$ cat src/rtl/pwmt_pkg.sv
package pwmt_pkg;
  localparam int DATA_W = 8;
  localparam int ADDR_W = 3;
  localparam int SEL_W  = 2;
  localparam int N_SEL  = 1 << SEL_W;

  localparam logic [ADDR_W-1:0] A_CFG  = 3'd0;
  localparam logic [ADDR_W-1:0] A_CMPA = 3'd1;
  localparam logic [ADDR_W-1:0] A_CMPB = 3'd2;
  localparam logic [ADDR_W-1:0] A_STAT = 3'd3;
  localparam logic [ADDR_W-1:0] A_CLR  = 3'd4;
  localparam logic [ADDR_W-1:0] A_CNT  = 3'd5;

  typedef struct packed {
    logic [SEL_W-1:0] clk_sel;
    logic             out_en;
    logic             pwm_on;
    logic             irq_mask;
    logic             irq_en;
    logic             lvl_b;
    logic             lvl_a;
  } cfg_t;
endpackage

$ cat src/rtl/pwmt_prescaler.sv
module pwmt_prescaler
  import pwmt_pkg::*;
#(
  parameter int DIV0 = 2,
  parameter int DIV1 = 4,
  parameter int DIV2 = 8,
  parameter int DIV3 = 8000
) (
  input  logic             clk,
  input  logic             rst_n,
  input  logic             tick_en,
  input  logic [SEL_W-1:0] sel,
  input  logic             restart,
  output logic             step
);
  localparam int DIVS [N_SEL] = '{DIV0, DIV1, DIV2, DIV3};
  localparam int MAXD01 = (DIV0 > DIV1) ? DIV0 : DIV1;
  localparam int MAXD23 = (DIV2 > DIV3) ? DIV2 : DIV3;
  localparam int MAXDIV = (MAXD01 > MAXD23) ? MAXD01 : MAXD23;
  localparam int PRE_W  = (MAXDIV > 2) ? $clog2(MAXDIV) : 1;

  logic [PRE_W-1:0] lim_tab [N_SEL];
  logic [PRE_W-1:0] lim;
  logic [PRE_W-1:0] pre_q, pre_d;
  logic             at_end;

  for (genvar g = 0; g < N_SEL; g++) begin : g_lim
    assign lim_tab[g] = PRE_W'(DIVS[g] - 1);
  end

  assign lim    = lim_tab[sel];
  assign at_end = (pre_q == lim);
  assign step   = tick_en & at_end & ~restart;

  always_comb begin
    pre_d = pre_q;
    if (restart) begin
      pre_d = '0;
    end else if (tick_en) begin
      pre_d = at_end ? '0 : pre_q + 1'b1;
    end
  end

  always_ff @(posedge clk or negedge rst_n) begin
    if (!rst_n) pre_q <= '0;
    else        pre_q <= pre_d;
  end

  // without a tick and without a restart the prescaler does not move
  p_pre_idle_r2: assert property (@(posedge clk) disable iff (!rst_n)
    (!tick_en && !restart) |=> $stable(pre_q));

  // a restart always leaves the prescaler at zero
  p_restart_r3: assert property (@(posedge clk) disable iff (!rst_n)
    restart |=> (pre_q == '0));
endmodule

$ cat src/rtl/pwmt_core.sv
module pwmt_core
  import pwmt_pkg::*;
#(
  parameter logic [DATA_W-1:0] RELOAD = 8'hFC
) (
  input  logic              clk,
  input  logic              rst_n,
  input  logic              step,
  input  logic              pwm_on,
  input  logic              lvl_a,
  input  logic              lvl_b,
  input  logic [DATA_W-1:0] cmp_a,
  input  logic [DATA_W-1:0] cmp_b,
  output logic [DATA_W-1:0] cnt,
  output logic              out_lvl,
  output logic              period_hit
);
  logic [DATA_W-1:0] cnt_q, cnt_d;
  logic              out_q, out_d;
  logic              edge_hit;

  assign period_hit = step & pwm_on & (cnt_q == cmp_b);
  assign edge_hit   = step & pwm_on & (cnt_q == cmp_a);

  always_comb begin
    cnt_d = cnt_q;
    if (period_hit)  cnt_d = RELOAD;
    else if (step)   cnt_d = cnt_q + 1'b1;
  end

  always_comb begin
    out_d = out_q;
    if (period_hit)    out_d = lvl_b;
    else if (edge_hit) out_d = lvl_a;
  end

  always_ff @(posedge clk or negedge rst_n) begin
    if (!rst_n) begin
      cnt_q <= RELOAD;
      out_q <= 1'b0;
    end else begin
      cnt_q <= cnt_d;
      out_q <= out_d;
    end
  end

  assign cnt     = cnt_q;
  assign out_lvl = out_q;

  // no step, no counter change
  p_cnt_idle_r2: assert property (@(posedge clk) disable iff (!rst_n)
    !step |=> $stable(cnt_q));

  // a step on the period value reloads the start value
  p_reload_r4: assert property (@(posedge clk) disable iff (!rst_n)
    (step && pwm_on && (cnt_q == cmp_b)) |=> (cnt_q == RELOAD));

  // outside PWM mode every step is a plain increment
  p_free_run_r10: assert property (@(posedge clk) disable iff (!rst_n)
    (step && !pwm_on) |=> (cnt_q == DATA_W'($past(cnt_q) + 1'b1)));

  // outside PWM mode the output level holds
  p_out_hold_r10: assert property (@(posedge clk) disable iff (!rst_n)
    !pwm_on |=> $stable(out_q));
endmodule

$ cat src/rtl/pwmt_regs.sv
module pwmt_regs
  import pwmt_pkg::*;
(
  input  logic              clk,
  input  logic              rst_n,
  input  logic              wr_en,
  input  logic              rd_en,
  input  logic [ADDR_W-1:0] addr,
  input  logic [DATA_W-1:0] wdata,
  output logic [DATA_W-1:0] rdata,
  input  logic [DATA_W-1:0] cnt,
  input  logic              period_hit,
  output cfg_t              cfg,
  output logic [DATA_W-1:0] cmp_a,
  output logic [DATA_W-1:0] cmp_b,
  output logic              flag,
  output logic              sel_chg
);
  cfg_t              cfg_q, cfg_d;
  logic [DATA_W-1:0] cmpa_q, cmpa_d, cmpb_q, cmpb_d;
  logic              flag_q, flag_d, arm_q, arm_d;
  logic              wr_cfg, rd_stat, rd_clr;
  cfg_t              wcfg;

  assign wcfg    = cfg_t'(wdata);
  assign wr_cfg  = wr_en & (addr == A_CFG);
  assign sel_chg = wr_cfg & (wcfg.clk_sel != cfg_q.clk_sel);
  assign rd_stat = rd_en & (addr == A_STAT);
  assign rd_clr  = rd_en & (addr == A_CLR);

  always_comb begin
    cfg_d  = cfg_q;
    cmpa_d = cmpa_q;
    cmpb_d = cmpb_q;
    if (wr_cfg)                       cfg_d  = wcfg;
    if (wr_en && (addr == A_CMPA))    cmpa_d = wdata;
    if (wr_en && (addr == A_CMPB))    cmpb_d = wdata;
  end

  always_comb begin
    arm_d = arm_q;
    if (rd_stat && flag_q) arm_d = 1'b1;
    else if (rd_clr)       arm_d = 1'b0;
    flag_d = flag_q;
    if (period_hit)            flag_d = 1'b1;
    else if (rd_clr && arm_q)  flag_d = 1'b0;
  end

  always_ff @(posedge clk or negedge rst_n) begin
    if (!rst_n) begin
      cfg_q  <= '0;
      cmpa_q <= '0;
      cmpb_q <= '0;
      flag_q <= 1'b0;
      arm_q  <= 1'b0;
    end else begin
      cfg_q  <= cfg_d;
      cmpa_q <= cmpa_d;
      cmpb_q <= cmpb_d;
      flag_q <= flag_d;
      arm_q  <= arm_d;
    end
  end

  always_comb begin
    unique case (addr)
      A_CFG:        rdata = DATA_W'(cfg_q);
      A_CMPA:       rdata = cmpa_q;
      A_CMPB:       rdata = cmpb_q;
      A_STAT:       rdata = {{(DATA_W-1){1'b0}}, flag_q};
      A_CLR, A_CNT: rdata = cnt;
      default:      rdata = '0;
    endcase
  end

  assign cfg   = cfg_q;
  assign cmp_a = cmpa_q;
  assign cmp_b = cmpb_q;
  assign flag  = flag_q;

  // the flag only rises after a period match
  p_flag_src_r8: assert property (@(posedge clk) disable iff (!rst_n)
    $rose(flag_q) |-> $past(period_hit));

  // a match during the clearing read keeps the flag
  p_match_wins_r9: assert property (@(posedge clk) disable iff (!rst_n)
    (period_hit && rd_clr) |=> flag_q);

  // the flag only falls through an armed clearing read
  p_flag_clear_r9: assert property (@(posedge clk) disable iff (!rst_n)
    $fell(flag_q) |-> $past(rd_clr && arm_q));
endmodule

$ cat src/rtl/pwm_dual_timer.sv
module pwm_dual_timer
  import pwmt_pkg::*;
#(
  parameter int                DIV0   = 2,
  parameter int                DIV1   = 4,
  parameter int                DIV2   = 8,
  parameter int                DIV3   = 8000,
  parameter logic [7:0]        RELOAD = 8'hFC
) (
  input  logic       clk,
  input  logic       rst_n,
  input  logic       tick_en,
  input  logic       wr_en,
  input  logic       rd_en,
  input  logic [2:0] addr,
  input  logic [7:0] wdata,
  output logic [7:0] rdata,
  output logic       pwm_out,
  output logic       irq
);
  logic [1:0]        rs_q;
  logic              srst_n;
  cfg_t              cfg;
  logic [DATA_W-1:0] cmp_a, cmp_b, cnt;
  logic              flag, sel_chg, step, out_lvl, period_hit;

  always_ff @(posedge clk or negedge rst_n) begin
    if (!rst_n) rs_q <= 2'b00;
    else        rs_q <= {rs_q[0], 1'b1};
  end
  assign srst_n = rs_q[1];

  pwmt_regs u_regs (
    .clk        (clk),
    .rst_n      (srst_n),
    .wr_en      (wr_en),
    .rd_en      (rd_en),
    .addr       (addr),
    .wdata      (wdata),
    .rdata      (rdata),
    .cnt        (cnt),
    .period_hit (period_hit),
    .cfg        (cfg),
    .cmp_a      (cmp_a),
    .cmp_b      (cmp_b),
    .flag       (flag),
    .sel_chg    (sel_chg)
  );

  pwmt_prescaler #(
    .DIV0 (DIV0), .DIV1 (DIV1), .DIV2 (DIV2), .DIV3 (DIV3)
  ) u_pre (
    .clk     (clk),
    .rst_n   (srst_n),
    .tick_en (tick_en),
    .sel     (cfg.clk_sel),
    .restart (sel_chg),
    .step    (step)
  );

  pwmt_core #(.RELOAD (RELOAD)) u_core (
    .clk        (clk),
    .rst_n      (srst_n),
    .step       (step),
    .pwm_on     (cfg.pwm_on),
    .lvl_a      (cfg.lvl_a),
    .lvl_b      (cfg.lvl_b),
    .cmp_a      (cmp_a),
    .cmp_b      (cmp_b),
    .cnt        (cnt),
    .out_lvl    (out_lvl),
    .period_hit (period_hit)
  );

  assign pwm_out = cfg.out_en & out_lvl;
  assign irq     = flag & cfg.irq_en & ~cfg.irq_mask;

  // the pin is quiet while the output is disabled
  p_pin_off_r7: assert property (@(posedge clk) disable iff (!srst_n)
    !cfg.out_en |-> !pwm_out);
endmodule

$ cat config.mk
export PLATFORM = sky130hd
export DESIGN_NAME = pwm_dual_timer
export DESIGN_NICKNAME = d
export VERILOG_FILES = /design/src/rtl/pwmt_pkg.sv /design/src/rtl/pwmt_prescaler.sv /design/src/rtl/pwmt_core.sv /design/src/rtl/pwmt_regs.sv /design/src/rtl/pwm_dual_timer.sv
export SDC_FILE = /design/constraint.sdc
export NUM_CORES = 1
export LEC_CHECK = 0
export BUFFER_PORTS_ARGS = -buffer_cell sky130_fd_sc_hd__buf_2
export CORE_AREA = 2 2 80 82
export DETAILED_ROUTE_END_ITERATION = 8
export DIE_AREA = 0 0 82 84
export PLACE_DENSITY = 0.67
export SYNTH_ARGS = -nofsm -noshare
export SYNTH_HDL_FRONTEND = slang
export SYNTH_SLANG_ARGS = --single-unit
$ cat constraint.sdc
create_clock -name clk -period 4.85 [get_ports clk]
set_clock_uncertainty 0.1 [all_clocks]
set_input_delay 0.2425 -clock clk [delete_from_list [all_inputs] [get_ports clk]]
set_output_delay 0.2425 -clock clk [all_outputs]
set_load 0.03 [all_outputs]
==> results.py <==
metrics = {
    "run_status": {
        "outcome": "complete, no violations",
    },
    "global_routing": {
        "grt_overflow_total": 0,
        "grt_pass1_vias": 2150,
        "global_router_s_overall_resource_usage_pct": 20.4,
        "grt_max_degree": 49,
        "antenna_violations_before_repair": 0,
        "grt_pass1_wl_mm": 10.8,
    },
    "synth": {
        "synth.yosys.seq_area_share_pct": 43.3,
        "synth-async-reset-ratio_pct": 100,
        "synth_area_leader_cell": "dfrtp_1",
        "synth-edff-count": 0,
        "ys.flop_type": "dfrtp_1",
        "synthesis.yosys.warnings": 0,
        "synthDistinctLibCells": 54,
        "synth_cells": 292,
        "synth.ff_latch_count": 50,
        "fraction_of_synthesized_cell_area_taken_by_the_top_area_cell_type_pct": 37.8,
        "post_synth_main_area_contributors": "dfrtp_1 38%, mux2_2 8.5%, xnor2_1 6.0%",
        "synth_fp_nets": 310,
        "syn_area_um2": 2910,
        "syn_area_per_cell_um2": 9.96,
    },
    "layout": {
        "area_delta_synth_final_pct": 8.60,
        "final_cell_area_um2": 3160,
        "final_net_count": 327,
        "fill_cells": 576,
        "insertedDiodeCount": 0,
        "drive_above_1_share_pct": 23.9,
    },
    "setup_path": {
        "regToRegEndpoint": "u_core.cnt[1]$_DFFE_PN0P_",
        "timing.setup.critical_path_class": "reg -> reg",
        "worstSetupStartpointType": "flip-flop",
        "timing.rr.start": "u_pre.pre_q[6]$_DFFE_PN0P_",
        "crit_path_end_kind": "flip-flop",
        "worst-endpoint-arrival_ns": 3.06,
        "cp_data_required_time_ns": 4.94,
        "crit_fanout": 11,
        "ff2ff_setup_slack_ns": 1.89,
        "reg2regPathDepth": 5,
    },
    "timing": {
        "report.final.setup_viol": 0,
        "finalSetupTns_ns": 0,
        "finalCriticalPeriod_ns": 2.96,
        "achievable-frequency_mhz": 337,
        "timing.max_slew.rel_slack_pct": 28.6,
        "hold_viol": 0,
        "fin_hold_ws_ns": 0.0682,
        "grt_setup_unrepaired": "no",
        "drv_slew": 0,
        "timing_worst_slew_pin_value_ns": 1.07,
        "post-route-period-util_pct": 61.1,
    },
    "power_and_ir_drop": {
        "switching_share_pct": 36.7,
        "static_leakage_nw": 1.31,
        "irDropWorstVdd_uv": 246,
        "p_switching_mw": 0.452,
        "power.total_mw": 1.23,
        "p_per_area_nw_per_um2": 390,
        "clkPwrFrac_pct": 21.2,
        "power_frac_comb_pct": 27.9,
        "cell_internal_pwr_mw": 0.780,
        "seq_power_share_pct": 50.9,
    },
    "die": {
        "fp.coreArea_um2": 6100,
        "initial_core_utilization_pct": 47.7,
        "fp.dieArea_um2": 6890,
        "die_h_um": 84,
        "pin_count": 26,
        "placementRows": 29,
        "die_w_um": 82,
    },
    "detailed_routing": {
        "antenna_left": 0,
        "vias_per_cell": 5.75,
        "routed-via-count": 2224,
        "drt-wirelength-per-cell_um": 16.5,
        "firstDrtPassIters": 4,
        "drc": 0,
        "count_of_routing_violations_after_the_opening_detailed_route_iteration": 116,
        "totalWireLength_mm": 6.39,
    },
    "clock_network": {
        "tritoncts": "built",
        "cts.path.max_buffers": 2,
        "cts-hold-fix-buffers": 1,
        "clock_tree.root_cell": "clkbuf_8",
        "postCtsResizedCells": 0,
        "cts_h_tree_depth": 2,
        "cts.repair_timing.setup_buffer_count": 0,
        "worst_skew_pair.late_latency_ns": 0.31,
        "tritoncts.num_buffers": 5,
        "cts_sinks": 50,
        "clkSlewWorstSetupHoldPaths_ns": 0.10,
    },
    "hold_path": {
        "worstHoldEndpoint": "u_regs.cfg[4]$_DFFE_PN0P_",
        "type_of_the_most_critical_hold_path": "in -> reg",
        "hold_path_depth": 3,
        "min-delay-start": "wdata[4]",
    },
    "place": {
        "placedInstanceArea_um2": 3050,
        "dp_hpwl_mm": 4.50,
        "globalplace.congestion": 0.803,
        "numPortBuffers": 25,
    },
    "run": {
        "max_cap_violations": 0,
    },
}
worst max-delay path: stages, from the launching register on:
cell,delay (ns)
dfrtp_1,0.45
or3b_1,0.40
or4_1,0.56
a32oi_1,0.66
nand3_1,0.44
a21boi_0,0.24
logic make-up (layout without fill, tap and decap cells):
kind of cell             after synthesis  after routing  synth area share [%]
AND/OR/NAND/NOR                       99             99                  18.3
AO/OA/AOI/OAI                         59             59                  13.7
flip-flops                            50             50                  43.3
multiplexers                          30             30                  11.3
XOR/XNOR                              27             27                  8.13
buffers and inverters                 24             42                  4.39
adder cells (fa/ha/maj)                2              2                 0.860
other                                  1              1                 0.129
synthesized netlist by cell type (3+ instances only):
library cell   n
or4_1          6
o21ai_0       12
o22ai_1        7
nor3_1         5
xor2_1         7
xnor2_1       20
o31ai_1        6
nand4_1       10
clkbuf_1      10
nor2_1        21
o211ai_1       7
a21oi_1        7
a21o_1         3
nand2_1       22
dfrtp_1       44
nand3_1       11
a21boi_0       3
mux2i_1        8
dfstp_2        6
a31oi_1        3
inv_1          5
and2_1         4
mux2_2        22
area by class of cell:
| cell class | count | area [um2] | share of cell area (%) |
|---|---|---|---|
| multi-input combinational | 218 | 1530 | 48.4 |
| clock inverter | 3 | 28.8 | 0.911 |
| sequential | 50 | 1260 | 39.9 |
| timing repair buffer | 29 | 158 | 4.99 |
| tap | 77 | 96.3 | 3.05 |
| clock buffer | 5 | 68.8 | 2.18 |
| inverter | 5 | 18.8 | 0.594 |
how the worst max path moves through the flow:
stage	cells after the start	start	endpoint
final	5	u_pre.pre_q[6]$_DFFE_PN0P_	u_core.cnt[1]$_DFFE_PN0P_
after global routing	5	u_pre.pre_q[6]$_DFFE_PN0P_	u_core.cnt[1]$_DFFE_PN0P_
after CTS	5	u_pre.pre_q[6]$_DFFE_PN0P_	u_core.cnt[1]$_DFFE_PN0P_
after detailed placement	5	u_pre.pre_q[6]$_DFFE_PN0P_	u_core.cnt[1]$_DFFE_PN0P_
after global placement	5	u_pre.pre_q[6]$_DFFE_PN0P_	u_core.cnt[1]$_DFFE_PN0P_
after floorplan	5	u_pre.pre_q[6]$_DFFE_PN0P_	u_core.cnt[7]$_DFFE_PN1P_
power groups by stage:
stage               registers, mW  clock network (mW)  logic [mW]
floorplan                   0.577                   0       0.313
global placement            0.629                   0       0.336
detailed placement          0.633                   0       0.340
CTS                         0.625               0.275       0.345
global route                0.642               0.289       0.387
finish                      0.627               0.261       0.344
cells in the final DEF (no fill, tap or decap), types with 3 or more instances in the layout:
master,netlist,routed
nand4_1,10,10
xnor2_1,20,20
dfstp_2,6,6
nor2_1,21,21
and2_1,4,4
mux2_2,22,22
a31oi_1,3,3
nand2_1,22,22
a21o_1,3,3
or4_1,6,6
a21boi_0,3,3
mux2i_1,8,8
buf_4,2,3
clkbuf_8,2,5
dfrtp_1,44,43
nor3_1,5,5
o21ai_0,12,12
o22ai_1,7,7
a21oi_1,7,7
inv_1,5,5
o31ai_1,6,6
o211ai_1,7,7
buf_2,1,25
nand3_1,11,11
xor2_1,7,7
through the flow:
step	utilization [%]	setup slack [ns]	std cells
after global placement	50.1	1.96	378
after CTS	51.8	1.86	387
final	51.8	1.89	387
after floorplan	-	2.54	292
after global routing	51.8	1.69	387
after detailed placement	50.1	1.91	378
registers in the layout (all words and copies together) (netlist names):
register / cells
u_core.cnt: 8
u_pre.pre_q: 13
u_regs.cmp_b: 8
u_regs.flag: 1
rs_q: 2
u_core.out_lvl: 1
u_regs.cmp_a: 8
u_regs.cfg: 8
u_regs.arm_q: 1
routing by layer:
layer  wire length [um]  global-route usage, %  vias to the layer above
met4                 74                   6.52                        0
met1               3190                   30.3                     1087
met2               2970                   30.6                       29
met5                  0                      0                        -
li1                   -                      -                     1101
met3                161                   2.60                        7
Note: power is estimated with default switching activity, not from simulation.
